[config.mk]
export PLATFORM = sky130hd
export DESIGN_NAME = lp_mode_seq
export DESIGN_NICKNAME = d
export VERILOG_FILES = /design/src/rtl/lp_pkg.sv /design/src/rtl/lp_regs.sv /design/src/rtl/lp_pwr_map.sv /design/src/rtl/lp_fsm.sv /design/src/rtl/lp_mode_seq.sv
export SDC_FILE = /design/constraint.sdc
export NUM_CORES = 1
export LEC_CHECK = 0
export CAP_MARGIN = 20
export CORE_AREA = 3 3 57 59
export CTS_CLUSTER_DIAMETER = 80
export CTS_CLUSTER_SIZE = 20
export DETAILED_ROUTE_END_ITERATION = 8
export DIE_AREA = 0 0 60 62
export PLACE_DENSITY = 0.82
export SETUP_SLACK_MARGIN = 0.1
export SLEW_MARGIN = 10
export SYNTH_ARGS = -nofsm -noshare
export SYNTH_HDL_FRONTEND = slang
export SYNTH_SLANG_ARGS = --single-unit
[constraint.sdc]
create_clock -name clk -period 1.8 [get_ports clk]
set_clock_uncertainty 0.2 [all_clocks]
set_input_delay 0.18 -clock clk [delete_from_list [all_inputs] [get_ports clk]]
set_output_delay 0.18 -clock clk [all_outputs]
set_load 0.02 [all_outputs]
[src/rtl/lp_pkg.sv]
package lp_pkg;
  localparam int REG_ADDR_W = 2;
  localparam int REG_DATA_W = 8;
  localparam int STAT_W     = 3;

  typedef enum logic [1:0] {
    MODE_RUN  = 2'b00,
    MODE_STOP = 2'b01,
    MODE_VLL  = 2'b10
  } lp_mode_e;

  typedef enum logic [1:0] {
    SQ_RUN,
    SQ_WAIT_ACK,
    SQ_GATED,
    SQ_WAKE
  } lp_state_e;

  localparam logic [STAT_W-1:0] STAT_RUN  = 3'b001;
  localparam logic [STAT_W-1:0] STAT_STOP = 3'b010;
  localparam logic [STAT_W-1:0] STAT_VLL  = 3'b100;
endpackage

[src/rtl/lp_regs.sv]
module lp_regs
  import lp_pkg::*;
#(
  parameter int N_RAM = 2,
  localparam int LVL_W = $clog2(N_RAM + 2)
) (
  input  logic                  clk,
  input  logic                  rst,
  input  logic [REG_ADDR_W-1:0] addr,
  input  logic                  wr,
  input  logic [REG_DATA_W-1:0] wdata,
  input  logic [STAT_W-1:0]     status,
  output logic [REG_DATA_W-1:0] rdata,
  output lp_mode_e              mode,
  output logic [LVL_W-1:0]      level
);
  localparam logic [LVL_W-1:0] LVL_TOP = LVL_W'(N_RAM + 1);

  logic [REG_DATA_W-1:0] prot_q;
  logic                  prot_locked;
  logic [1:0]            mode_wr;
  logic [LVL_W-1:0]      lvl_wr;
  logic                  mode_ok;
  logic [REG_DATA_W-1:0] rd_next;

  assign mode_wr = wdata[1:0];
  assign lvl_wr  = wdata[LVL_W-1:0];

  always_comb begin
    unique case (mode_wr)
      MODE_RUN:  mode_ok = 1'b1;
      MODE_STOP: mode_ok = prot_q[0];
      MODE_VLL:  mode_ok = prot_q[1];
      default:   mode_ok = 1'b0;
    endcase
  end

  always_ff @(posedge clk) begin
    if (rst) begin
      prot_q      <= '0;
      prot_locked <= 1'b0;
      mode        <= MODE_RUN;
      level       <= LVL_TOP;
    end else if (wr) begin
      case (addr)
        2'd0: if (!prot_locked) begin
          prot_q      <= wdata;
          prot_locked <= 1'b1;
        end
        2'd1: if (mode_ok) mode <= lp_mode_e'(mode_wr);
        2'd2: if (lvl_wr != '0 && lvl_wr <= LVL_TOP) level <= lvl_wr;
        default: ;
      endcase
    end
  end

  always_comb begin
    rd_next = '0;
    case (addr)
      2'd0:    rd_next = prot_q;
      2'd1:    rd_next[1:0] = mode;
      2'd2:    rd_next[LVL_W-1:0] = level;
      default: rd_next[STAT_W-1:0] = status;
    endcase
  end

  always_ff @(posedge clk) begin
    if (rst) rdata <= '0;
    else     rdata <= rd_next;
  end

  assert_prot_once_R2: assert property (@(posedge clk) disable iff (rst)
    (prot_locked && wr && addr == 2'd0) |=> $stable(prot_q));

  // a very-low-leakage request without permission keeps the mode
  assert_mode_guard_R3: assert property (@(posedge clk) disable iff (rst)
    (wr && addr == 2'd1 && mode_wr == 2'b10 && !prot_q[1]) |=> $stable(mode));

  assert_level_nonzero_R4: assert property (@(posedge clk) disable iff (rst)
    level != '0);
endmodule

[src/rtl/lp_pwr_map.sv]
module lp_pwr_map #(
  parameter int N_RAM = 2,
  localparam int LVL_W = $clog2(N_RAM + 2)
) (
  input  logic [LVL_W-1:0] level,
  output logic [N_RAM-1:0] ram_off
);
  // Partition p (1-based) loses power at every level not above p.
  for (genvar i = 0; i < N_RAM; i++) begin : g_part
    assign ram_off[i] = (level <= LVL_W'(i + 1));
  end
endmodule

[src/rtl/lp_fsm.sv]
module lp_fsm
  import lp_pkg::*;
#(
  parameter int N_ACK = 4,
  parameter int N_RAM = 2
) (
  input  logic              clk,
  input  logic              rst,
  input  logic              sleep_req,
  input  logic              wake,
  input  logic [N_ACK-1:0]  stop_ack,
  input  lp_mode_e          mode,
  input  logic [N_RAM-1:0]  ram_off_sel,
  output logic              core_gate,
  output logic              sys_gate,
  output logic              logic_off,
  output logic              aux_off,
  output logic [N_RAM-1:0]  ram_off,
  output logic              io_hold,
  output logic [STAT_W-1:0] status
);
  lp_state_e state;
  logic      tgt_vll;
  logic      all_ack;

  assign all_ack = &stop_ack;

  always_ff @(posedge clk) begin
    if (rst) begin
      state     <= SQ_RUN;
      tgt_vll   <= 1'b0;
      core_gate <= 1'b0;
      sys_gate  <= 1'b0;
      logic_off <= 1'b0;
      aux_off   <= 1'b0;
      ram_off   <= '0;
      io_hold   <= 1'b0;
      status    <= STAT_RUN;
    end else begin
      case (state)
        SQ_RUN: if (sleep_req && mode != MODE_RUN) begin
          state     <= SQ_WAIT_ACK;
          tgt_vll   <= (mode == MODE_VLL);
          core_gate <= 1'b1;
          status    <= STAT_STOP;
        end
        SQ_WAIT_ACK: if (wake) begin
          state     <= SQ_RUN;
          core_gate <= 1'b0;
          status    <= STAT_RUN;
        end else if (all_ack) begin
          state    <= SQ_GATED;
          sys_gate <= 1'b1;
          if (tgt_vll) begin
            logic_off <= 1'b1;
            aux_off   <= 1'b1;
            ram_off   <= ram_off_sel;
            io_hold   <= 1'b1;
            status    <= STAT_VLL;
          end
        end
        SQ_GATED: if (wake) begin
          state     <= SQ_WAKE;
          sys_gate  <= 1'b0;
          logic_off <= 1'b0;
          aux_off   <= 1'b0;
          ram_off   <= '0;
          io_hold   <= 1'b0;
          status    <= STAT_STOP;
        end
        default: begin
          state     <= SQ_RUN;
          core_gate <= 1'b0;
          status    <= STAT_RUN;
        end
      endcase
    end
  end

  assert_core_before_sys_R6: assert property (@(posedge clk) disable iff (rst)
    sys_gate |-> core_gate);

  assert_ack_before_gate_R7: assert property (@(posedge clk) disable iff (rst)
    $rose(sys_gate) |-> $past(all_ack));

  assert_pd_needs_gate_R8: assert property (@(posedge clk) disable iff (rst)
    (logic_off || aux_off || io_hold || (|ram_off)) |-> sys_gate);

  assert_status_onehot_R12: assert property (@(posedge clk) disable iff (rst)
    $countones(status) == 1);

  for (genvar i = 1; i < N_RAM; i++) begin : g_order
    // a lower partition never loses power while a higher one keeps it
    assert_ram_order_R10: assert property (@(posedge clk) disable iff (rst)
      ram_off[i-1] |-> ram_off[i]);
  end
endmodule

[src/rtl/lp_mode_seq.sv]
module lp_mode_seq
  import lp_pkg::*;
#(
  parameter int N_ACK = 4,
  parameter int N_RAM = 2
) (
  input  logic                  clk,
  input  logic                  rst,
  input  logic [REG_ADDR_W-1:0] reg_addr,
  input  logic                  reg_wr,
  input  logic [REG_DATA_W-1:0] reg_wdata,
  output logic [REG_DATA_W-1:0] reg_rdata,
  input  logic                  sleep_req,
  input  logic                  wake,
  input  logic [N_ACK-1:0]      stop_ack,
  output logic                  core_clk_gate,
  output logic                  sys_clk_gate,
  output logic                  logic_pwr_off,
  output logic                  aux_ram_off,
  output logic [N_RAM-1:0]      ram_pwr_off,
  output logic                  io_hold
);
  localparam int LVL_W = $clog2(N_RAM + 2);

  lp_mode_e          mode;
  logic [LVL_W-1:0]  level;
  logic [N_RAM-1:0]  ram_sel;
  logic [STAT_W-1:0] status;

  lp_regs #(.N_RAM(N_RAM)) u_regs (
    .clk(clk), .rst(rst), .addr(reg_addr), .wr(reg_wr), .wdata(reg_wdata),
    .status(status), .rdata(reg_rdata), .mode(mode), .level(level)
  );

  lp_pwr_map #(.N_RAM(N_RAM)) u_map (
    .level(level), .ram_off(ram_sel)
  );

  lp_fsm #(.N_ACK(N_ACK), .N_RAM(N_RAM)) u_fsm (
    .clk(clk), .rst(rst), .sleep_req(sleep_req), .wake(wake),
    .stop_ack(stop_ack), .mode(mode), .ram_off_sel(ram_sel),
    .core_gate(core_clk_gate), .sys_gate(sys_clk_gate),
    .logic_off(logic_pwr_off), .aux_off(aux_ram_off),
    .ram_off(ram_pwr_off), .io_hold(io_hold), .status(status)
  );
endmodule

==> impl_metrics.py <==
metrics = {
    "sta": {
        "hold_viol": 0,
        "finalCritPeriodShare": 0.916,
        "setup_slack_ns": 0.150,
        "finalSetupViolCount": 0,
        "finalMaxSlewViolations": 0,
        "maxSlewHeadroom": 0.725,
        "rsz0062_at_grt": "false",
        "worstMarginPinSlew_ns": 0.402,
        "fin_crit_ns": 1.65,
        "max_freq_ghz": 0.606,
        "hold_slack_ns": 0.190,
    },
    "power_and_ir_drop": {
        "power.total_mw": 1.41,
        "power.density_nw_per_um2": 777,
        "ir_worst_vdd_mv": 0.654,
        "leakage_nw": 0.710,
    },
    "status": {
        "status": "complete, no violations",
    },
    "synthesis": {
        "synth.distinct_cells": 39,
        "yosys.area_share.adder": 0,
        "synth-xor-area-share": 0,
        "synth_commonest_cells": "dfxtp_1 (32), nand2_1 (22), a21oi_1 (17), nor2_1 (6)",
        "synth.most_common_cell": "dfxtp_1",
        "synth_seq_cells": 32,
        "async_flop_share": 0,
        "synth_top_family_by_area": "simple AND/OR/NAND/NOR gates",
        "yosys-top-cells-area": "dfxtp_1 (49%), a21oi_1 (6.4%), nand2_1 (6.3%)",
        "ys_seq_area_frac": 0.485,
        "syn_nets": 160,
        "synthDominantCellAreaShare": 0.485,
        "synthSimpleGateAreaFrac": 0.227,
        "synth.area.mux_share": 0.0341,
        "synth-edff-count": 0,
        "synth-compound-area-share": 0.201,
        "ys.flop_type": "dfxtp_1",
        "postSynthCellCount": 141,
        "yosys.area.top_type": "dfxtp_1",
        "synth_warnings": 0,
        "syn_area_um2": 1320,
        "synth_area_per_cell_um2": 9.36,
    },
    "critical_path": {
        "arrival_ns": 1.27,
        "cp_slowest_stage_delay_ns": 0.60,
        "cp.required_ns": 1.42,
        "reg2reg_depth": 4,
        "cp_top_family": "buffers and inverters",
        "r2r_end": "u_fsm.status[2]",
        "path_class": "reg -> out",
        "startpoint_type": "flip-flop",
        "path_buf_inv": 1,
        "cp_max_fo": 2,
        "reg2reg_slack_ns": 0.25,
        "cpMaxStageDelayCell": "clkdlybuf4s50_1",
        "regToRegStartpoint": "u_fsm.state[1]",
        "crit_chain": "clkdlybuf4s50_1",
        "critPathCaptureType": "primary output",
    },
    "placement": {
        "place_congestion": 0.902,
        "dpl.cell_count": 211,
        "dp_slack_ns": -0.137,
        "port_buffers": 33,
        "hpwlAfterDp_um": 2340,
    },
    "clock_network": {
        "clk_pin_slew_ns": 0.09,
        "insertion_delay_ns": 0.33,
        "numCtsBuffers": 5,
        "cts_sinks": 32,
        "clockRootBuffer": "clkbuf_4",
        "cts_hold_buf": 0,
        "post_cts_buffers": 0,
        "cts_buffer_depth": 2,
        "cts_tree": "yes",
        "htree_levels": 2,
    },
    "layout": {
        "instances_no_fill": 218,
        "drive_above_1_share": 0.155,
        "fin_nets": 206,
        "areaGrowthSynthToFinish_pct": 37.1,
        "num_antenna_cells": 0,
    },
    "floorplanning": {
        "die_y_um": 62,
        "die_area_um2": 3720,
        "rows": 19,
        "core_um2": 2760,
        "die_x_um": 60,
        "initial_core_util": 0.479,
        "boundaryPins": 34,
    },
    "route": {
        "drt_iter0_drc": 22,
        "vias_per_cell": 5.38,
        "route.detailed.drc": 0,
        "detail-route-antenna-nets": 0,
        "wl_um": 2910,
        "routedWlPerCell_um": 13.3,
        "drt_first_pass_iters": 4,
        "vias": 1173,
    },
    "hold_path": {
        "hold_start": "reg_wdata[6]",
        "holdPathEnd": "u_regs.prot_q[6]",
        "whs_path_depth": 3,
        "hold_path_class": "in -> reg",
    },
    "global_routing": {
        "grt_use_total": 0.180,
        "grt_max_degree": 12,
        "antenna_found_initial": 0,
        "grt_pass1_wl_um": 4900,
        "grt_pass1_vias": 1154,
        "overflow": 0,
    },
    "run": {
        "cap_violations": 0,
    },
}
==> layout make-up <==
cell class              instances  area (um^2)
fillers                       224          948
clock buffers                   7         65.1
multi-input cells              96          611
repair buffers                 47          435
well taps                      31         38.8
inverters                       5         18.8
flip-flops and latches         32          641
==> logic make-up after synthesis <==
group                  Yosys count
AOI/OAI and AO/OA               40
buffers and inverters           13
DFF                             32
muxes                            2
and+or+nand+nor                 54
==> sequential cells by signal, indices dropped and copies added, names as in the netlist <==
| register | count |
|---|---|
| u_fsm.tgt_vll | 1 |
| u_fsm.core_gate | 1 |
| u_fsm.sys_gate | 1 |
| u_regs.rdata | 8 |
| u_regs.level | 2 |
| u_fsm.logic_off | 1 |
| u_regs.mode | 2 |
| u_fsm.state | 2 |
| u_regs.prot_q | 8 |
| u_fsm.ram_off | 2 |
| u_fsm.status | 3 |
| u_regs.prot_locked | 1 |
==> cells in the final DEF (no fill, tap or decap), drive strengths merged, types with 2 or more instances in the layout <==
master	netlist	final
mux4	2	2
dlygate4sd2	0	4
clkbuf	3	7
nor4	2	2
a221o	2	2
nor3	2	2
nor2b	2	2
and2	5	5
a2111oi	2	2
inv	5	5
nor3b	2	2
a31oi	3	3
nand2	23	23
buf	5	14
a21oi	17	17
nor2	6	6
nand2b	3	3
o21ai	7	7
dfxtp	32	32
a211oi	4	4
clkdlybuf4s50	0	27
dlymetal6s2s	0	2
nand3	3	3
==> per-stage QoR <==
stage,setup TNS [ns],area [um^2],utilization
global placement,-0.0108,1740,0.632
detailed placement,-0.454,1740,0.632
global route,0,1810,0.656
finish,0,1810,0.656
CTS,0,1800,0.654
floorplan,0,1320,-
==> worst max path at each step <==
stage	start	slack, ns	depth (start not counted)	endpoint
5_1_grt	u_fsm.state[1]	0.10	4	u_fsm.status[2]
6_report	u_fsm.core_gate	0.15	1	core_clk_gate
3_5_place_dp	reg_addr[1]	-0.14	5	u_regs.mode[1]
4_1_cts	u_fsm.ram_off[1]	0.13	1	ram_pwr_off[1]
2_1_floorplan	u_fsm.state[1]	0.44	5	u_fsm.ram_off[1]
3_3_place_gp	reg_addr[1]	-0.01	5	u_regs.mode[1]
==> layer usage <==
metal	vias to the layer above	routed length (um)	global-route usage
li1	592	-	-
met1	552	1240	0.204
met2	23	1480	0.307
met3	6	152	0.0640
met4	0	45	0.0759
met5	-	0	0
==> power by group <==
| group | switching [mW] | leakage [nW] | internal, mW | total, mW |
|---|---|---|---|---|
| Combinational | 0.0921 | 0.413 | 0.107 | 0.199 |
| Clock | 0.225 | 0.0374 | 0.221 | 0.446 |
| Sequential | 0.0250 | 0.259 | 0.735 | 0.759 |
| Total | 0.342 | 0.710 | 1.06 | 1.41 |
==> what timing repair did <==
action                                  CTS  global route
endpoints found under the setup margin    4             2
resized for setup                         4             2
pin swaps                                 0             0
No activity file was read; power rests on OpenSTA's default activity.
